`src/rtl/fie_pkg.sv`:
```
package fie_pkg;
  localparam int NCOND     = 6;
  localparam int B_EMPTY   = 0;
  localparam int B_FULL    = 1;
  localparam int B_AEMPTY  = 2;
  localparam int B_AFULL   = 3;
  localparam int B_OVER    = 4;
  localparam int B_UNDER   = 5;
  localparam int IE_GLOBAL = 6;
  localparam int IE_W      = NCOND + 1;

  typedef logic [NCOND-1:0] cond_t;

  typedef enum logic [1:0] {
    SEL_STATUS = 2'd0,
    SEL_EVENT  = 2'd1,
    SEL_IE     = 2'd2,
    SEL_NONE   = 2'd3
  } reg_sel_e;
endpackage

```
`src/rtl/fie_cond.sv`:
```
module fie_cond
  import fie_pkg::*;
#(
  parameter int DEPTH = 16,
  parameter int LVL_W = $clog2(DEPTH + 1)
) (
  input  logic [LVL_W-1:0] fill_lvl,
  input  logic             wr_req,
  input  logic             rd_req,
  input  logic [LVL_W-1:0] afull_thr,
  input  logic [LVL_W-1:0] aempty_thr,
  output cond_t            cond
);
  localparam logic [LVL_W-1:0] FULL_LVL = LVL_W'(DEPTH);

  logic is_empty;
  logic is_full;

  always_comb begin
    is_empty         = (fill_lvl == '0);
    is_full          = (fill_lvl == FULL_LVL);
    cond             = '0;
    cond[B_EMPTY]    = is_empty;
    cond[B_FULL]     = is_full;
    cond[B_AEMPTY]   = (fill_lvl < aempty_thr);
    cond[B_AFULL]    = (fill_lvl > afull_thr);
    cond[B_OVER]     = wr_req & is_full;
    cond[B_UNDER]    = rd_req & is_empty;
  end
endmodule

```
`src/rtl/fie_sticky.sv`:
```
module fie_sticky
  import fie_pkg::*;
(
  input  logic  clk,
  input  logic  rst_n,
  input  cond_t cond,
  input  cond_t clr,
  input  cond_t en,
  output cond_t ev_q,
  output cond_t pend_q
);
  for (genvar i = 0; i < NCOND; i++) begin : g_bit
    logic ev_r, ev_d;
    logic pd_r, pd_d;

    always_comb begin
      // set has priority over a same-cycle clear
      ev_d = (ev_r & ~clr[i]) | cond[i];
      // pending survives only while its event bit survives
      pd_d = (pd_r & ev_d) | (cond[i] & ~ev_r & en[i]);
    end

    always_ff @(posedge clk or negedge rst_n) begin
      if (!rst_n) begin
        ev_r <= 1'b0;
        pd_r <= 1'b0;
      end else begin
        ev_r <= ev_d;
        pd_r <= pd_d;
      end
    end

    assign ev_q[i]   = ev_r;
    assign pend_q[i] = pd_r;
  end
endmodule

```
`src/rtl/fie_regs.sv`:
```
module fie_regs
  import fie_pkg::*;
#(
  parameter int DATA_W = 8
) (
  input  logic              clk,
  input  logic              rst_n,
  input  logic [1:0]        reg_addr,
  input  logic              reg_wr,
  input  logic [DATA_W-1:0] reg_wdata,
  input  cond_t             status_q,
  input  cond_t             ev_q,
  output cond_t             clr,
  output cond_t             en_eff,
  output logic [DATA_W-1:0] reg_rdata
);
  reg_sel_e          sel;
  logic [IE_W-1:0]   ie_q, ie_d;
  logic              ie_we;

  always_comb begin
    sel    = reg_sel_e'(reg_addr);
    ie_we  = reg_wr && (sel == SEL_IE);
    ie_d   = reg_wdata[IE_W-1:0];
    clr    = (reg_wr && (sel == SEL_EVENT)) ? reg_wdata[NCOND-1:0] : '0;
    en_eff = ie_q[IE_GLOBAL] ? '1 : ie_q[NCOND-1:0];
  end

  always_ff @(posedge clk or negedge rst_n) begin
    if (!rst_n) begin
      ie_q <= '0;
    end else if (ie_we) begin
      ie_q <= ie_d;
    end
  end

  always_comb begin
    unique case (sel)
      SEL_STATUS: reg_rdata = DATA_W'(status_q);
      SEL_EVENT:  reg_rdata = DATA_W'(ev_q);
      SEL_IE:     reg_rdata = DATA_W'(ie_q);
      default:    reg_rdata = '0;
    endcase
  end
endmodule

```
`src/rtl/fifo_evt_irq.sv`:
```
module fifo_evt_irq
  import fie_pkg::*;
#(
  parameter int DEPTH  = 16,
  parameter int LVL_W  = $clog2(DEPTH + 1),
  parameter int DATA_W = 8
) (
  input  logic              clk,
  input  logic              rst_n,
  input  logic [LVL_W-1:0]  fill_lvl,
  input  logic              wr_req,
  input  logic              rd_req,
  input  logic [LVL_W-1:0]  afull_thr,
  input  logic [LVL_W-1:0]  aempty_thr,
  input  logic [1:0]        reg_addr,
  input  logic              reg_wr,
  input  logic [DATA_W-1:0] reg_wdata,
  output logic [DATA_W-1:0] reg_rdata,
  output logic              irq
);
  logic  rst_meta, rst_sync_n;
  cond_t cond, status_q, ev_q, pend_q, clr, en_eff;

  // asynchronous assert, synchronous release
  always_ff @(posedge clk or negedge rst_n) begin
    if (!rst_n) begin
      rst_meta   <= 1'b0;
      rst_sync_n <= 1'b0;
    end else begin
      rst_meta   <= 1'b1;
      rst_sync_n <= rst_meta;
    end
  end

  fie_cond #(.DEPTH(DEPTH), .LVL_W(LVL_W)) u_cond (
    .fill_lvl  (fill_lvl),
    .wr_req    (wr_req),
    .rd_req    (rd_req),
    .afull_thr (afull_thr),
    .aempty_thr(aempty_thr),
    .cond      (cond)
  );

  always_ff @(posedge clk or negedge rst_sync_n) begin
    if (!rst_sync_n) status_q <= '0;
    else             status_q <= cond;
  end

  fie_sticky u_sticky (
    .clk   (clk),
    .rst_n (rst_sync_n),
    .cond  (cond),
    .clr   (clr),
    .en    (en_eff),
    .ev_q  (ev_q),
    .pend_q(pend_q)
  );

  fie_regs #(.DATA_W(DATA_W)) u_regs (
    .clk      (clk),
    .rst_n    (rst_sync_n),
    .reg_addr (reg_addr),
    .reg_wr   (reg_wr),
    .reg_wdata(reg_wdata),
    .status_q (status_q),
    .ev_q     (ev_q),
    .clr      (clr),
    .en_eff   (en_eff),
    .reg_rdata(reg_rdata)
  );

  assign irq = |pend_q;
endmodule

```
`config.mk`:
```
export PLATFORM = sky130hd
export DESIGN_NAME = fifo_evt_irq
export DESIGN_NICKNAME = d
export VERILOG_FILES = /design/src/rtl/fie_pkg.sv /design/src/rtl/fie_cond.sv /design/src/rtl/fie_sticky.sv /design/src/rtl/fie_regs.sv /design/src/rtl/fifo_evt_irq.sv
export SDC_FILE = /design/constraint.sdc
export NUM_CORES = 1
export LEC_CHECK = 0
export BUFFER_PORTS_ARGS = -buffer_cell sky130_fd_sc_hd__buf_2
export CORE_MARGIN = 3
export CORE_UTILIZATION = 45
export DETAILED_ROUTE_END_ITERATION = 10
export HOLD_SLACK_MARGIN = 0.1
export MAX_ROUTING_LAYER = met4
export PLACE_DENSITY_LB_ADDON = 0.2
export REMOVE_ABC_BUFFERS = 1
export SLEW_MARGIN = 20
export SYNTH_ARGS = -nofsm -noshare
export SYNTH_HDL_FRONTEND = slang
export SYNTH_SLANG_ARGS = --single-unit
```
`constraint.sdc`:
```
create_clock -name clk -period 1.15 [get_ports clk]
set_input_delay 0.23 -clock clk [delete_from_list [all_inputs] [get_ports clk]]
set_output_delay 0.23 -clock clk [all_outputs]
set_load 0.02 [all_outputs]
```
# After elaboration in Yosys (flattened, before gate mapping)
# Index checks and enable logic that the tools add are counted.
# totals
ff_bits,27
latchBits,0
ram_bits,0
mem_bits_ro,0
in_bits,30
elab_cells,79
n_memories,0
# op_classes
add_sub_neg,0
multipliers,0
div,0
n_lt_le_gt_ge,2
eq_ne,3
shifts,0
muxes,3
bitwise,50
n_reduce_logical,5
# ops
cell,n
1-bit bitwise AND,26
7-bit one-hot mux with 3 select lines,1
6-bit 2-to-1 mux,2
1-bit inverter,12
1-bit bitwise OR,12
6-bit OR reduction,1
5-bit equality test (second input constant),1
5-bit > comparator,1
5-bit zero test,1
5-bit less-than comparator,1
2-bit by 1-bit equality test with 1-bit output (second input constant),1
2-bit equality test (second input constant),1
1-bit logical AND,2
2-bit zero test,1

# Logic depth before layout (Yosys ltp)
# depth
depth_word,8
mapped_depth,6
ltp_nobuf,6

# Cells and area by module
# Synthesis repeated with hierarchy kept, for this count alone.
# unflattened
cells_unflattened,149
area_unflattened_um2,1597.8
# by_module_without_submodules
module,n_inst,cells_per_inst,area_per_inst_um2,seq_area_each_um2
fie_sticky,1,53,583.1,300.3
fie_regs,1,46,516.7,175.2
fie_cond,1,38,280.3,0.0
fifo_evt_irq,1,12,217.7,200.2

# Least setup slack after synthesis
# No wires, ideal clock.
# synth_timing
path_type,input -> register
startpoint,input afull_thr[4]
endpoint,register u_sticky.g_bit[3].pd_r
setup_ns,0.095
arrival_ns,1.153
required_ns,1.055
slack_ns,-0.098
cell_stages,6
cell_sequence,inv_1 ha_1 and3_1 o21ai_0 and3_1 o31ai_1
# synth_between
elab_chain_len,4
elab_cells_between_ends,6
cone_classes,order compare: 1; bitwise: 5
# synth_rtl
element,line_no,rtl
from (decl),fifo_evt_irq.sv:13,"input logic [LVL_W-1:0] afull_thr,"
5-bit > comparator *,fie_cond.sv:26,cond[B_AFULL] = (fill_lvl > afull_thr);
1-bit bitwise OR / 1-bit bitwise AND (equally long branches),"fie_sticky.sv:18, fie_sticky.sv:20",
1-bit bitwise AND,fie_sticky.sv:20,pd_d = (pd_r & ev_d) | (cond[i] & ~ev_r & en[i]);
1-bit bitwise OR *,fie_sticky.sv:20,
via u_sticky.g_bit[3].pd_d,fie_sticky.sv:14,"logic pd_r, pd_d;"
to (signal assigned),fie_sticky.sv:29,pd_r <= pd_d;
to (decl),fie_sticky.sv:14,
# Mark *: on every way through the listed nets, which the timed path passes. The rest lies on a longest branch.
# A chain may end at the register's enable or synchronous reset.

# Worst setup path in the final report
# layout_timing
startpoint,register u_sticky.g_bit[1].pd_r
endpoint,output irq
# layout_between
elab_chain_len,1
# layout_rtl
element,line_no,rtl
from (decl),fie_sticky.sv:14,
from (signal assigned),fie_sticky.sv:29,
6-bit OR reduction,fifo_evt_irq.sv:72,assign irq = |pend_q;
to (decl),fifo_evt_irq.sv:19,output logic irq
# Every way passes these cells.

==> metrics.md <==
| Metric | Value |
|---|---|
| Placed cell area | 1740 µm² |
| Violations in the final reports | setup timing |
| Routed met2 length | 1620 µm |
| Clk root buf | clkbuf_4 |
| Fin. Hold Viols | 0 |
| Layout cells sized above 1 | 38.7% |
| Syn Inst Count | 138 |
| Fin. max-slew vios | 0 |
| FP Rows | 19 |
| Worst setup startpoint | u_sticky.g_bit[1].pd_r |
| Setup violators final | 8 |
| DRC violations left | 0 |
| Top Ports | 39 |
| Logic pwr share | 30.8% |
| Core Area | 2880 µm² |
| Sequential cell area | 677 µm² |
| Netlist cell types | 33 |
| Crit path kind | reg -> out |
| Crit Reg-Reg Endpoint | u_sticky.g_bit[5].pd_r |
| CTS Buf Count | 3 |
| DR vias/cell | 4.80 |
| GRT Residual Overflow | 0 |
| Critical Path RT | 0.92 ns |
| Critical Path AT | 1.25 ns |
| Clk_lat worst skew | 0.32 ns |
| Via total after detailed routing | 1182 |
| Clock power frac | 18.3% |
| Post-layout instance area | 1900 µm² |
| H-tree Lvls | 1 |
| Max Clk Rate | 675 MHz |
| Slowest-stage cell, CP | dfrtp_1 |
| MaxCap Viol Count | 0 |
| Tot GR Track Use | 18.1% |
| Post-synthesis sequential area ratio | 48.0% |
| Fin crit period | 1.48 ns |
| Hold_sp | reg_wdata[6] |
| Buf/Inv on CP | 1 |
| Commonest cells after routing, fill and taps aside | 33 x buf_2, 28 x buf_4, 26 x dfrtp_1, 15 x nand2_1, 12 x nor2_1 |
| Worst setup margin | -0.331 ns |
| Starting density of the core | 49.0% |
| Dpl hpwl | 2370 µm |
| Most common cell after layout, fill and taps aside | buf_2 |
| Number of synthesized register bits | 27 |
| Synth top area cells | dfrtp_1 48%, ha_1 8.0%, mux2_2 5.6% |
| Clk_skew | 0.00691 ns |
| Hold Crit Class | in -> reg |
| Placed cell count | 230 |
| Sequential share of power | 50.9% |
| Net Switching | 0.639 mW |
| WL per Instance | 12.5 µm |
| Area of the die | 3840 µm² |
| WL met1 | 1280 µm |
| Multi-input gate area | 688 µm² |
| CTS tree | built |
| Net Sw Frac | 29.1% |
| Critical Path, Cell by Cell | nor4_1, nand2_1, buf_2 |
| Post-Route WL | 3070 µm |
| Warnings from Yosys | 0 |
| Startpoint Class | flop |
| RSZ-0062 raised after global routing | true |
| Final period util | 129% |
| Die Width | 62.0 µm |
| Initial antenna violation count | 0 |
| Status | complete, but fails checks |
| Vias in the first global route | 1159 |
| Worst setup EP type | output port |
| Synth top area share | 48.0% |
| CP Max Fanout | 2 |
| Layout Nets | 244 |
| FILL cells | 250 |
| Die Y | 62.0 µm |
| Area grow syn2layout | 34.6% |
| Setup TNS | -1.47 ns |
| Pwr/cell area | 1160 nW/µm² |
| Crit path max-delay family | flip-flops |
| Max incr delay on CP | 0.40 ns |
| Post-Syn Area | 1410 µm² |
| R2r setup slk | 0.01 ns |
| Final Non-Filler Cells | 246 |
| Worst r2r src | u_regs.ie_q[6] |
| Hold path cells | 2 |
| Antenna cells | 0 |
| IO buf count | 36 |
| Total Power | 2.20 mW |
| Pleak | 1.01 nW |
| First-pass GRT wire length | 4880 µm |
| Pre-CTS setup slack | -0.263 ns |
| DRT Pass-1 Iters | 4 |
| Hold EP | u_regs.ie_q[6] |
| Largest net degree at the start of global routing | 26 |
| Top Metal Used | met4 |
| Final ANT Viol Nets | 0 |
| Drt initial violations | 34 |
| Reg clk slew, reported paths | 0.13 ns |
| Routability cong. | 0.834 |
| Pint | 1.56 mW |
| Avg Cell Area, Syn | 10.2 µm² |
| Max Root-Sink Buffers | 2 |
| Post-synth top area cell | dfrtp_1 |
| Max VDD drop | 0.516 mV |
| Total clock sinks | 27 |
| Register-to-Register Path Depth | 5 |
| Metal3 WL | 120 µm |
==> what timing repair did <==
item | CTS | global route
pin swaps | 2 | 6
buffers inserted | 8 | 3
hold buffers | 1 | 0
gates resized for setup | 12 | 5
endpoints found under the setup margin | 8 | 10
endpoints found under the hold margin | 2 | 0
==> per-stage QoR <==
| step | hold WS (ns) | utilization [%] |
|---|---|---|
| 2_1_floorplan | -0.0656 | - |
| 3_3_place_gp | 0.0141 | 60.6 |
| 6_report | 0.141 | 65.9 |
| 5_1_grt | 0.130 | 65.9 |
| 4_1_cts | 0.126 | 64.5 |
| 3_5_place_dp | 0.0215 | 60.6 |
==> cell families (layout without fill, tap and decap cells) <==
kind of cell             count (synthesis)  after routing  share of synthesized area (%)
AO/OA/AOI/OAI                           27             27                           12.6
adder cells (fa/ha/maj)                  9              9                           7.99
buffers and inverters                   12             78                           4.26
flip-flops                              27             27                           48.0
multiplexers                            13             13                           9.86
other                                    2              2                          0.533
AND/OR/NAND/NOR                         48             48                           16.8
==> synthesized netlist by cell type, drive strengths merged <==
| library cell | instances |
|---|---|
| nand3b | 1 |
| and2b | 1 |
| o21ai | 9 |
| a22o | 3 |
| a211oi | 1 |
| ha | 9 |
| a21o | 4 |
| o211ai | 1 |
| and3 | 5 |
| a31oi | 1 |
| mux2i | 6 |
| nor3b | 1 |
| a21boi | 1 |
| o21bai | 1 |
| nand3 | 2 |
| inv | 9 |
| buf | 3 |
| o21a | 2 |
| a22oi | 1 |
| nor4 | 2 |
| and2 | 2 |
| nand2b | 1 |
| o31ai | 1 |
| a21oi | 2 |
| nor2b | 2 |
| mux2 | 7 |
| and3b | 2 |
| conb | 2 |
| nand2 | 15 |
| dfrtp | 27 |
| nor2 | 14 |
==> per-layer routing <==
| metal | vias up | GRT usage, % |
|---|---|---|
| met4 | 0 | 7.88 |
| met1 | 537 | 19.5 |
| met3 | 4 | 1.45 |
| met5 | - | - |
| met2 | 35 | 33.3 |
| li1 | 606 | - |
==> power groups by stage <==
stage                     combinational (mW)  sequential (mW)  clock [mW]
after CTS                              0.620             1.12       0.416
after floorplan                        0.287             1.14           0
after global placement                 0.484             1.15           0
after global routing                   0.749             1.13       0.455
after detailed placement               0.501             1.16           0
final                                  0.675             1.12       0.402
==> registers in the layout (all words and copies together) (netlist names) <==
register and cells:
u_sticky.g_bit.ev_r 6, rst_sync_n 1, rst_meta 1, u_sticky.g_bit.pd_r 6, u_regs.ie_q 7, status_q 6
==> area by class of cell <==
class,instances,area share [%]
multi-input combinational,99,36.3
sequential,27,35.7
timing repair buffer,65,22.1
tap,42,2.77
inverter,9,1.78
clock buffer,4,1.39
==> worst max path at each step <==
| stage | cells after the start | slack, ns | end |
|---|---|---|---|
| floorplan | 6 | -0.1 | u_sticky.g_bit[3].pd_r |
| global placement | 6 | -0.25 | u_sticky.g_bit[4].pd_r |
| detailed placement | 6 | -0.26 | u_sticky.g_bit[4].pd_r |
| CTS | 3 | -0.34 | irq |
| global route | 3 | -0.37 | irq |
| finish | 3 | -0.33 | irq |
==> worst register-to-register path: stages (launching register included) <==
cell and delay [ns]:
dfrtp_2 0.45, buf_6 0.15, nor2_4 0.09, nor2_1 0.04, and3_1 0.15, o21a_1 0.16
(Power assumes the default switching activity.)
